**src/rtl/fet_pkg.sv**
```systemverilog
package fet_pkg;

    typedef enum logic {
        DET_HUNT = 1'b0,
        DET_HELD = 1'b1
    } det_state_e;

    typedef struct packed {
        logic prev_above;
        logic cur_below;
    } cmp_res_t;

    function automatic logic crossed_down(cmp_res_t r);
        return r.prev_above & r.cur_below;
    endfunction

endpackage

```
**src/rtl/fet_compare.sv**
```systemverilog
module fet_compare #(
    parameter int SAMPLE_W = 12
) (
    input  logic signed [SAMPLE_W-1:0] prev_smp,
    input  logic signed [SAMPLE_W-1:0] cur_smp,
    input  logic signed [SAMPLE_W-1:0] level,
    output fet_pkg::cmp_res_t          res,
    output logic                       fire
);
    always_comb begin
        res.prev_above = (prev_smp > level);
        res.cur_below  = (cur_smp < level);
        fire           = fet_pkg::crossed_down(res);
    end
endmodule

```
**src/rtl/fet_history.sv**
```systemverilog
module fet_history #(
    parameter int SAMPLE_W = 12
) (
    input  logic                       clk,
    input  logic                       rst,
    input  logic                       preset,
    input  logic                       capture,
    input  logic signed [SAMPLE_W-1:0] din,
    output logic signed [SAMPLE_W-1:0] prev_smp
);
    localparam logic signed [SAMPLE_W-1:0] MIN_CODE = {1'b1, {(SAMPLE_W-1){1'b0}}};

    always_ff @(posedge clk) begin
        if (rst || preset) begin
            prev_smp <= MIN_CODE;
        end else if (capture) begin
            prev_smp <= din;
        end
    end
endmodule

```
**src/rtl/fet_ctrl.sv**
```systemverilog
module fet_ctrl (
    input  logic clk,
    input  logic rst,
    input  logic arm,
    input  logic smp_valid,
    input  logic fire,
    output logic capture,
    output logic trig_pulse,
    output logic trig_held
);
    import fet_pkg::*;

    det_state_e state_q;
    logic       detect;

    always_comb begin
        capture = smp_valid && !arm && (state_q == DET_HUNT);
        detect  = capture && fire;
    end

    always_ff @(posedge clk) begin
        if (rst || arm) begin
            state_q    <= DET_HUNT;
            trig_pulse <= 1'b0;
            trig_held  <= 1'b0;
        end else begin
            trig_pulse <= detect;
            if (detect) begin
                state_q   <= DET_HELD;
                trig_held <= 1'b1;
            end
        end
    end
endmodule

```
**src/rtl/fet_trigger.sv**
```systemverilog
module fet_trigger #(
    parameter int SAMPLE_W = 12
) (
    input  logic                       clk,
    input  logic                       rst,
    input  logic signed [SAMPLE_W-1:0] smp_data,
    input  logic                       smp_valid,
    input  logic signed [SAMPLE_W-1:0] level,
    input  logic                       arm,
    output logic                       trig_pulse,
    output logic                       trig_held
);
    logic signed [SAMPLE_W-1:0] prev_smp;
    fet_pkg::cmp_res_t          cmp_res;
    logic                       fire;
    logic                       capture;

    fet_history #(.SAMPLE_W(SAMPLE_W)) u_hist (
        .clk      (clk),
        .rst      (rst),
        .preset   (arm),
        .capture  (capture),
        .din      (smp_data),
        .prev_smp (prev_smp)
    );

    fet_compare #(.SAMPLE_W(SAMPLE_W)) u_cmp (
        .prev_smp (prev_smp),
        .cur_smp  (smp_data),
        .level    (level),
        .res      (cmp_res),
        .fire     (fire)
    );

    fet_ctrl u_ctrl (
        .clk        (clk),
        .rst        (rst),
        .arm        (arm),
        .smp_valid  (smp_valid),
        .fire       (fire),
        .capture    (capture),
        .trig_pulse (trig_pulse),
        .trig_held  (trig_held)
    );
endmodule

```
**config.mk**
```make
export PLATFORM = sky130hd
export DESIGN_NAME = fet_trigger
export DESIGN_NICKNAME = d
export VERILOG_FILES = /design/src/rtl/fet_pkg.sv /design/src/rtl/fet_compare.sv /design/src/rtl/fet_history.sv /design/src/rtl/fet_ctrl.sv /design/src/rtl/fet_trigger.sv
export SDC_FILE = /design/constraint.sdc
export NUM_CORES = 1
export LEC_CHECK = 0
export BUFFER_PORTS_ARGS = -buffer_cell sky130_fd_sc_hd__buf_2
export CAP_MARGIN = 10
export CORE_MARGIN = 3
export CORE_UTILIZATION = 55
export CTS_CLUSTER_SIZE = 20
export DETAILED_ROUTE_END_ITERATION = 10
export PLACE_DENSITY = 0.82
export SKIP_LAST_GASP = 1
export SYNTH_ARGS = -nofsm -noshare
export SYNTH_HDL_FRONTEND = slang
export SYNTH_HIERARCHICAL = 1
export SYNTH_SLANG_ARGS = --single-unit
```
**constraint.sdc**
```tcl
create_clock -name clk -period 4.4 [get_ports clk]
set_input_delay 0 -clock clk [delete_from_list [all_inputs] [get_ports clk]]
set_output_delay 0 -clock clk [all_outputs]
set_load 0.005 [all_outputs]
```
## Word level (Yosys, flattened, before mapping)

Index checks and enable logic that the tools add are counted.

| word-level totals | value |
|---|---|
| bits in registers | 14 |
| bits of input ports | 28 |
| output and inout bits | 2 |
| word-level logic and storage cells | 12 |

| cells by class | value |
|---|---|
| order comparisons | 2 |
| bitwise gates (word level) | 2 |
| reductions and logical operators | 5 |

Operators with widths:

| cell | number |
|---|---|
| $gt 12x12->1 | 1 |
| $lt 12x12->1 | 1 |
| $logic_and 1x1->1 | 3 |
| $and 1x1->1 | 1 |
| $logic_not 1->1 | 1 |
| $logic_or 1x1->1 | 1 |
| $not 1->1 | 1 |

## Depth between registers and ports, before layout

Gate-level depths: netlist of the first run.

| depth | value |
|---|---|
| word-level depth | 4 |
| gate-level depth with buffers | 9 |
| mapped depth without buffers | 9 |

## Modules after synthesis

Netlist of the first run, hierarchy kept.

Modules (own cells, without submodules):

| module | times used | cells an instance | area each (sq um) | sequential area each (sq um) |
|---|---|---|---|---|
| fet_compare | 1 | 69 | 593.1 | 0.0 |
| fet_history | 1 | 39 | 430.4 | 240.2 |
| fet_ctrl | 1 | 7 | 73.8 | 40.0 |

## Worst setup path after synthesis of the first run

No wires, ideal clock.

| path | value |
|---|---|
| kind | register -> register |
| start point | register u_hist.prev_smp[1] |
| end point | register u_ctrl.trig_pulse |
| setup time | 0.088 ns |
| data arrival time | 1.700 ns |
| required time | 4.312 ns |
| path slack | 2.612 ns |
| stages on the path, launching flop included | 9 |
| buffers on the path | 0 |
| clock period less this slack | 1.788 ns |
| cells stage by stage | dfxtp_1 ha_1 nor2b_1 o211ai_1 a211oi_1 or4_1 a21boi_1 nand2_1 nor4_2 |

| between the ends | value |
|---|---|
| cells in the longest elaborated chain, start to end | 3 |

RTL lines:

| what | line | RTL |
|---|---|---|
| start: declaration | fet_history.sv:9 | `output logic signed [SAMPLE_W-1:0] prev_smp` |
| start signal: assignment | fet_history.sv:17 | `prev_smp <= din;` |
| $gt 12x12->1 | fet_compare.sv:11 | `res.prev_above = (prev_smp > level);` |
| $and 1x1->1 | fet_pkg.sv:14 | `return r.prev_above & r.cur_below;` |
| net fire | fet_trigger.sv:15 | `logic fire;` |
| $logic_and 1x1->1 | fet_ctrl.sv:18 | `detect = capture && fire;` |
| end signal: assignment | fet_ctrl.sv:27 | `trig_pulse <= detect;` |
| end: declaration | fet_ctrl.sv:8 | `output logic trig_pulse,` |

The timed path passes the listed nets, and every way through them passes these cells.
A chain may end at the register's enable or synchronous reset.

## Final worst setup path of the first run

Ends and elaborated chain as after synthesis.

==> flow_summary.json, run 1 <==
{
  "maxSlewViolCount": 0,
  "clockBufferDepth": 2,
  "seqPwrFrac_pct": 44.7,
  "worstPathCellList": "ha_1, nor2b_1, o211ai_1, a211oi_1, or4_1, a21boi_1, nand2_1, nor4_2, dlygate4sd3_1",
  "die_width_um": 50.6,
  "worstPathBufferInverterCount": 1,
  "fmax_mhz": 388,
  "critical-path-max-stage-delay_ns": 0.58,
  "wirelength_um": 2600,
  "ys.warnings.count": 6,
  "cellInternalPower_uw": 209,
  "hold_path_class": "input port to flop",
  "fill_cells": 136,
  "clock_sinks": 14,
  "area_delta_synth_final_pct": 30.7,
  "run_status": "finished, final reports clean",
  "routedWlPerCell_um": 14.1,
  "diodes": 0,
  "gp_routability_congestion": 0.794,
  "slew_headroom_pct": 51.1,
  "power_density_nw_per_um2": 206,
  "endpoint_kind": "flop",
  "fp.dieArea_um2": 2560,
  "holdWs_ns": 0.0154,
  "nNetsFinal": 212,
  "cts_tree": "done",
  "clk_pin_slew_ns": 0.07,
  "antenna_violations_before_repair": 0,
  "grt_max_degree": 13,
  "critical_path_arrival_ns": 2.81,
  "timing.final.crit_period_ns": 2.58,
  "rows": 15,
  "grt_usage_pct": 21.6,
  "timing.setup.tns_ns": 0,
  "skew_ns": 0.00538,
  "power_uw": 295,
  "share_of_layout_cells_above_drive_strength_1_pct": 24.5,
  "initial_core_util_pct": 60.7,
  "dr_total_vias": 1041,
  "crit_start": "u_hist/prev_smp[1]$_SDFFE_PP0P_",
  "cts_root_buffer": "clkbuf_4",
  "critical_path.endpoint": "u_ctrl/trig_pulse$_SDFF_PP0_",
  "final.period_utilization_pct": 58.6,
  "drc": 0,
  "cap_viol_max_count": 0,
  "antenna_left": 0,
  "synth_nets": 165,
  "regToRegEndpoint": "u_ctrl/trig_pulse$_SDFF_PP0_",
  "crit_path_start_kind": "flop",
  "floorplan_core_area_um2": 1800,
  "first_pass_iters": 7,
  "worst-path-stages": 9,
  "area_used_by_multi_input_combinational_logic_um2": 757,
  "netlist_area_um2": 1090,
  "peakVddDrop_mv": 0.203,
  "static-leakage-power_uw": 0.000695,
  "io_buffer_count": 29,
  "area.sequential_um2": 280,
  "worst_r2r_startpoint": "u_hist/prev_smp[1]$_SDFFE_PP0P_",
  "worstSetupPathType": "flop to flop",
  "worstMarginPinSlew_ns": 0.731,
  "setup_slack_of_the_most_critical_reg_to_reg_path_ns": 1.82,
  "boundaryPins": 30,
  "required_ns": 4.62,
  "reg2regPathDepth": 9,
  "reported_net_switching_power_uw": 86.0,
  "syn-mean-instance-area_um2": 9.59,
  "crit_family": "simple AND/OR/NAND/NOR gates",
  "cts_max_level": 1,
  "power.combinational.fraction_pct": 30.9,
  "post_synth_inst_count": 114,
  "clkLatencyLatePin_ns": 0.28,
  "first_global_vias": 1039,
  "post_cts_resize_count": 0,
  "power.share.clock_pct": 24.5,
  "critPathSlowestCell": "dlygate4sd3_1",
  "die_height_um": 50.6,
  "rsz0062_at_grt": "no",
  "cts_made_buffers": 3,
  "timing.final.setup_violations": 0,
  "critPathMaxFanout": 2,
  "place_hpwl_um": 1930,
  "routed_via_density": 5.66,
  "grt-ovfl-total": 0,
  "wire_length_of_the_first_global_routing_pass_um": 4190,
  "final-hold-violation-count": 0,
  "p_sw_share_pct": 29.2,
  "initialDrtViolationCount": 31
}
==> cells in the final DEF (no fill, tap or decap), types with 2 or more instances in the layout <==
master / instances
a21oi_1: 7
nand4_1: 3
clkbuf_4: 3
a21o_1: 3
mux2i_1: 11
nor2_1: 12
dlygate4sd3_1: 14
nor3_1: 2
dfxtp_1: 14
inv_1: 12
nand2_1: 3
buf_2: 29
nand3_1: 2
ha_1: 23
==> timing repair <==
| item | 4_1_cts | 5_1_grt |
|---|---|---|
| hold endpoints to repair | 13 | 0 |
| setup buffers | 0 | 0 |
| setup endpoints to repair | 0 | 0 |
| hold buffers | 14 | 0 |
==> through the flow <==
stage | setup slack (ns) | instances | util (%) | instance area [um2]
3_5_place_dp | 2.50 | 167 | 70.3 | 1270
3_3_place_gp | 2.59 | 167 | 70.3 | 1270
4_1_cts | 1.95 | 184 | 79.3 | 1430
2_1_floorplan | 2.64 | 114 | - | 1090
6_report | 1.82 | 184 | 79.3 | 1430
5_1_grt | 1.74 | 184 | 79.3 | 1430
==> cell type report <==
type                       count  area share, %
clock buffer                   3           1.58
inverter                      12           3.15
multi-input combinational     86           53.0
sequential                    14           19.6
tap                           25           2.19
timing repair buffer          44           20.5
==> layer usage <==
metal / track usage, % / vias up / wire length (um)
met4: 10.3 / 0 / 51
met1: 23.0 / 478 / 1050
met2: 40.9 / 46 / 1370
met5: 0 / - / 0
met3: 2.97 / 7 / 126
li1: - / 510 / -
==> flip-flops by register name (all words and copies together), names as in the netlist <==
name and count:
u_hist/prev_smp 12, u_ctrl/state_q 1, u_ctrl/trig_pulse 1
==> worst min-delay path by stage <==
stage	from	endpoint	slack, ns	cells past startpoint
after floorplan	arm	u_ctrl/trig_pulse$_SDFF_PP0_	0.07	1
after global placement	rst	u_ctrl/trig_pulse$_SDFF_PP0_	0.20	2
after detailed placement	rst	u_ctrl/trig_pulse$_SDFF_PP0_	0.20	2
after CTS	smp_data[1]	u_hist/prev_smp[1]$_SDFFE_PP0P_	0.006	3
after global routing	smp_data[1]	u_hist/prev_smp[1]$_SDFFE_PP0P_	0.01	3
final	smp_data[1]	u_hist/prev_smp[1]$_SDFFE_PP0P_	0.02	3
==> tightest hold or removal path, cell delays in order <==
cell,delay (ns)
buf_2,0.10
mux2i_1,0.08
nor2_1,0.09
==> power groups by stage <==
| stage | logic, uW | clock network [uW] | registers [uW] |
|---|---|---|---|
| finish | 91.1 | 72.1 | 132 |
| global route | 99.8 | 81.6 | 132 |
| CTS | 89.4 | 75.3 | 132 |
| detailed placement | 79.6 | 0 | 135 |
| global placement | 76.5 | 0 | 134 |
| floorplan | 53.8 | 0 | 134 |
No activity file was read; power rests on OpenSTA's default activity.
==> inputs of run 2 (changes only) <==
CORE_UTILIZATION = 46   (was 55)
PLACE_DENSITY = 0.73   (was 0.82)
clock period = 2.2 ns   (was 4.4 ns; I/O delays follow)
==> flow_summary.json, run 2 (synthesis gave the netlist of run 1 again) <==
{
  "drc": 0,
  "wirelength_um": 2290,
  "timing.final.crit_period_ns": 1.91,
  "fp.dieArea_um2": 3000,
  "crit_family": "simple AND/OR/NAND/NOR gates",
  "grt_usage_pct": 17.3,
  "die_width_um": 54.8,
  "cts_made_buffers": 3,
  "worst_hold_path.endpoint": "u_hist/prev_smp[6]$_SDFFE_PP0P_",
  "antenna_left": 0,
  "floorplan_core_area_um2": 2230,
  "layout.core_utilization_pct": 64.5,
  "grt_max_degree": 13,
  "dr_total_vias": 984,
  "crit_start": "u_hist/prev_smp[1]$_SDFFE_PP0P_",
  "power.combinational.fraction_pct": 30.3,
  "groute.layer.met3.usage_pct": 2.45,
  "final.period_utilization_pct": 86.7,
  "post_cts_resize_count": 0,
  "worstMarginPinSlew_ns": 0.460,
  "largest-register": "u_hist/prev_smp",
  "worstSetupPathType": "flop to flop",
  "boundaryPins": 30,
  "reported_net_switching_power_uw": 172,
  "layout.cells.most_common_list": "29 x buf_2, 23 x ha_1, 14 x dlygate4sd3_1, 14 x dfxtp_1",
  "critPathSlowestCell": "or4_1",
  "clkLatencyLatePin_ns": 0.28,
  "wire_length_of_the_first_global_routing_pass_um": 3730,
  "postLayoutSetupSlackWorst_ns": 0.292,
  "peakVddDrop_mv": 0.357,
  "final_common_cell": "buf_2",
  "clock_sinks": 14,
  "hold_path_class": "input port to flop",
  "timing.hold.worst.start": "smp_data[6]",
  "skew_ns": 0.00386,
  "holdWs_ns": -0.000408,
  "routedWlPerCell_um": 12.2,
  "rsz0062_at_grt": "no",
  "fmax_mhz": 524,
  "initialDrtViolationCount": 7,
  "critPathMaxFanout": 2,
  "place_hpwl_um": 1820,
  "cap_viol_max_count": 0,
  "rows": 17,
  "first_pass_iters": 4,
  "endpoint_kind": "flop",
  "diodes": 0,
  "antenna_violations_before_repair": 0,
  "worstPathBufferInverterCount": 0,
  "final-hold-violation-count": 1,
  "clockBufferDepth": 2,
  "maxSlewViolCount": 0,
  "flip_flop_count_of_the_largest_register_all_copies_and_words_added": 12,
  "violations": "negative hold slack",
  "most_crowded_layer_after_global_routing": "met2",
  "initial_core_util_pct": 49.0,
  "area_delta_synth_final_pct": 31.7,
  "slew_headroom_pct": 69.4,
  "critical-path-max-stage-delay_ns": 0.41,
  "static-leakage-power_uw": 0.000698,
  "largest_registers": "u_hist/prev_smp (12), u_ctrl/state_q (1), u_ctrl/trig_pulse (1)",
  "cts_root_buffer": "clkbuf_4",
  "run_status": "finished with violations",
  "first_global_vias": 916,
  "crit_path_start_kind": "flop",
  "power_density_nw_per_um2": 410,
  "share_of_layout_cells_above_drive_strength_1_pct": 25.0,
  "seqPwrFrac_pct": 44.6,
  "gp_routability_congestion": 0.783,
  "regToRegEndpoint": "u_ctrl/trig_pulse$_SDFF_PP0_",
  "io_buffer_count": 29,
  "grt_util_met2_pct": 32.1,
  "worstPathCellList": "ha_1, nor2b_1, o211ai_1, a211oi_1, or4_1, a21boi_1, nand2_1, nor4_2",
  "grtUsageMet1_pct": 19.1,
  "die_height_um": 54.8,
  "reg2regPathDepth": 8,
  "cellInternalPower_uw": 419,
  "timing.hold.worst_path_depth": 3,
  "setup_slack_of_the_most_critical_reg_to_reg_path_ns": 0.29,
  "worst_r2r_startpoint": "u_hist/prev_smp[1]$_SDFFE_PP0P_",
  "power.share.clock_pct": 25.2,
  "cts_max_level": 1,
  "nNetsFinal": 213,
  "timing.final.setup_violations": 0,
  "critical_path_arrival_ns": 2.11,
  "timing.setup.tns_ns": 0,
  "cts_post_setup_buffers_inserted": 0,
  "required_ns": 2.40,
  "grt-ovfl-total": 0,
  "cts_tree": "done",
  "routed_via_density": 5.23,
  "p_sw_share_pct": 29.1,
  "place_ws_ns": 0.334,
  "clk_pin_slew_ns": 0.09,
  "power_uw": 591
}
-- run 2: layout make-up --
class                           count  area, um2
Fill cell                         206        793
Multi-Input combinational cell     86        757
Timing Repair Buffer               45        300
Sequential cell                    14        280
Inverter                           12       45.0
Tap cell                           28       35.0
Clock buffer                        3       22.5
-- run 2: tightest hold or removal path: stages --
cell and delay, ns:
buf_2 0.09, mux2i_1 0.06, nor2_1 0.09
-- run 2: per-stage QoR --
step / cell area, um2 / instances / hold slack (ns)
2_1_floorplan: 1090 / 114 / 0.0722
3_3_place_gp: 1280 / 171 / 0.196
3_5_place_dp: 1280 / 171 / 0.212
4_1_cts: 1440 / 188 / 0.000945
5_1_grt: 1440 / 188 / 0.0167
6_report: 1440 / 188 / -0.000408
-- run 2: worst max path at each step --
| stage | endpoint | slack [ns] | cells past startpoint |
|---|---|---|---|
| 2_1_floorplan | u_ctrl/trig_pulse$_SDFF_PP0_ | 0.44 | 8 |
| 3_3_place_gp | u_ctrl/trig_pulse$_SDFF_PP0_ | 0.38 | 8 |
| 3_5_place_dp | u_ctrl/trig_pulse$_SDFF_PP0_ | 0.33 | 8 |
| 4_1_cts | u_ctrl/trig_pulse$_SDFF_PP0_ | 0.30 | 8 |
| 5_1_grt | u_ctrl/trig_pulse$_SDFF_PP0_ | 0.12 | 8 |
| 6_report | u_ctrl/trig_pulse$_SDFF_PP0_ | 0.29 | 8 |
-- run 2: per-layer routing --
layer	part of all wire [%]	wire (um)
met1	44	1000
met2	50	1150
met3	4.1	94
met4	1.7	38
met5	0	0
-- run 2: what timing repair did --
item | CTS | global route
hold endpoints to repair | 13 | 0
hold buffers | 14 | 0
setup endpoints to repair | 0 | 0
-- run 2: power groups by stage --
| stage | sequential, uW | combinational (uW) | clock, uW |
|---|---|---|---|
| 6_report | 263 | 179 | 149 |
| 5_1_grt | 264 | 199 | 167 |
| 4_1_cts | 263 | 179 | 157 |
| 3_5_place_dp | 269 | 159 | 0 |
| 3_3_place_gp | 269 | 156 | 0 |
| 2_1_floorplan | 268 | 108 | 0 |
==> inputs of run 3 (changes only) <==
clock period = 1.75 ns   (was 2.2 ns; I/O delays follow)
==> flow_summary.json, run 3 (synthesis gave the netlist of run 1 again) <==
{
  "run_status": "finished with violations",
  "violations": "negative hold slack, negative setup slack",
  "required_ns": 1.95,
  "p_sw_share_pct": 29.1,
  "reported_net_switching_power_uw": 219,
  "initial_core_util_pct": 49.0,
  "fp.dieArea_um2": 3000,
  "wirelength_um": 2390,
  "cts_post_setup_buffers_inserted": 0,
  "diodes": 0,
  "maxSlewViolCount": 0,
  "die_height_um": 54.8,
  "timing.setup.tns_ns": -0.161,
  "layout.cells.most_common_list": "29 x buf_2, 21 x ha_1, 14 x dlygate4sd3_1",
  "cts_made_buffers": 3,
  "met3RoutedLength_um": 102,
  "initialDrtViolationCount": 8,
  "clockBufferDepth": 2,
  "worstPathBufferInverterCount": 0,
  "wire_length_of_the_first_global_routing_pass_um": 3840,
  "slew_headroom_pct": 68.9,
  "antenna_violations_before_repair": 0,
  "share_of_layout_cells_above_drive_strength_1_pct": 30.2,
  "crit_family": "simple AND/OR/NAND/NOR gates",
  "seqPwrFrac_pct": 44.0,
  "fill_cells": 188,
  "critical_path_arrival_ns": 2.04,
  "routed_via_density": 5.18,
  "flip_flop_count_of_the_largest_register_all_copies_and_words_added": 12,
  "critPathSlowestCell": "or4_1",
  "holdWs_ns": -0.00619,
  "fmax_mhz": 544,
  "dr_total_vias": 984,
  "nNetsFinal": 215,
  "hold_path_class": "input port to flop",
  "skew_ns": 0.00262,
  "antenna_left": 0,
  "drc": 0,
  "peakVddDrop_mv": 0.507,
  "endpoint_kind": "flop",
  "final.period_utilization_pct": 105,
  "clock_sinks": 14,
  "clkLatencyLatePin_ns": 0.28,
  "largest-register": "u_hist/prev_smp",
  "final-hold-violation-count": 1,
  "place_hpwl_um": 1880,
  "boundaryPins": 30,
  "cap_viol_max_count": 0,
  "timing.final.setup_violations": 2,
  "final_common_cell": "buf_2",
  "cts_tree": "done",
  "power_density_nw_per_um2": 504,
  "static-leakage-power_uw": 0.000708,
  "floorplan_core_area_um2": 2230,
  "first_pass_iters": 4,
  "gp_routability_congestion": 0.797,
  "routedWlPerCell_um": 12.6,
  "power_uw": 753,
  "crit_path_start_kind": "flop",
  "first_global_vias": 979,
  "power.combinational.fraction_pct": 31.6,
  "critical-path-max-stage-delay_ns": 0.43,
  "power.share.clock_pct": 24.3,
  "place_ws_ns": -0.107,
  "rows": 17,
  "cellInternalPower_uw": 534,
  "cts_max_level": 1,
  "grt_usage_pct": 17.7,
  "io_buffer_count": 29,
  "worstPathCellList": "ha_4, nor2b_1, o211ai_1, a211oi_2, or4_1, a21boi_2, a21oi_1, nor3_1",
  "critPathMaxFanout": 2,
  "top_signal_layer_used": "met4",
  "area_delta_synth_final_pct": 36.7,
  "timing.final.crit_period_ns": 1.84,
  "rsz0062_at_grt": "yes",
  "clk_pin_slew_ns": 0.08,
  "wl_met2_um": 1190,
  "postLayoutSetupSlackWorst_ns": -0.0870,
  "met1_routed_length_um": 1080,
  "die_width_um": 54.8,
  "worstSetupPathType": "flop to flop",
  "cts_root_buffer": "clkbuf_4",
  "largest_registers": "u_hist/prev_smp (12), u_ctrl/state_q (1), u_ctrl/trig_pulse (1)",
  "grt-ovfl-total": 0,
  "worstMarginPinSlew_ns": 0.466,
  "grt_max_degree": 13
}
==> run 3: area by class of cell <==
class | count | area [um2] | share of cell area, %
clock buffers | 3 | 22.5 | 1.51
multi-input cells | 86 | 795 | 53.1
flip-flops and latches | 14 | 283 | 18.9
repair buffers | 47 | 315 | 21.1
inverters | 12 | 45.0 | 3.01
well taps | 28 | 35.0 | 2.34
==> run 3: layer usage <==
metal | GRT usage [%] | vias to the layer above
met2 | 33.1 | 24
met4 | 3.73 | 0
met1 | 20.5 | 439
li1 | - | 518
met3 | 3.27 | 3
met5 | 0 | -
==> run 3: repair_timing <==
item                                   4_1_cts  5_1_grt
setup endpoints to repair                    2        2
resized for setup                            7        0
endpoints found under the hold margin       13        2
hold buffers                                11        3
==> run 3: worst reg2reg max path, cell delays in order, from the launching register on <==
cell and delay (ns):
dfxtp_2 0.35, ha_4 0.20, nor2b_1 0.12, o211ai_1 0.18, a211oi_2 0.10, or4_1 0.43, a21boi_2 0.16, a21oi_1 0.08
nor3_1 0.14
==> run 3: metrics by stage <==
| stage | hold slack, ns | cell area, um2 | util (%) | instances |
|---|---|---|---|---|
| 4_1_cts | -0.0969 | 1470 | 65.6 | 187 |
| 3_5_place_dp | 0.200 | 1290 | 57.9 | 173 |
| 6_report | -0.00619 | 1500 | 66.9 | 190 |
| 5_1_grt | 0.00994 | 1500 | 66.9 | 190 |
| 2_1_floorplan | 0.0722 | 1090 | - | 114 |
| 3_3_place_gp | 0.197 | 1290 | 57.9 | 173 |
==> run 3: path summary, 6_finish.rpt <==
check / endpoint / slack, ns / startpoint / cells past startpoint
setup / recovery: u_ctrl/state_q$_SDFFE_PP0P_ / -0.09 / u_hist/prev_smp[1]$_SDFFE_PP0P_ / 8
hold / removal: u_hist/prev_smp[1]$_SDFFE_PP0P_ / -0.006 / smp_data[1] / 3
setup reg to reg: u_ctrl/state_q$_SDFFE_PP0P_ / -0.09 / u_hist/prev_smp[1]$_SDFFE_PP0P_ / 8
hold reg to reg: u_ctrl/trig_pulse$_SDFF_PP0_ / 0.50 / u_ctrl/state_q$_SDFFE_PP0P_ / 1
==> run 3: power by group through the flow <==
stage | Sequential [uW] | Combinational [uW] | Clock [uW]
2_1_floorplan | 337 | 135 | 0
3_3_place_gp | 338 | 201 | 0
3_5_place_dp | 339 | 207 | 0
4_1_cts | 332 | 233 | 191
5_1_grt | 333 | 266 | 205
6_report | 331 | 238 | 183
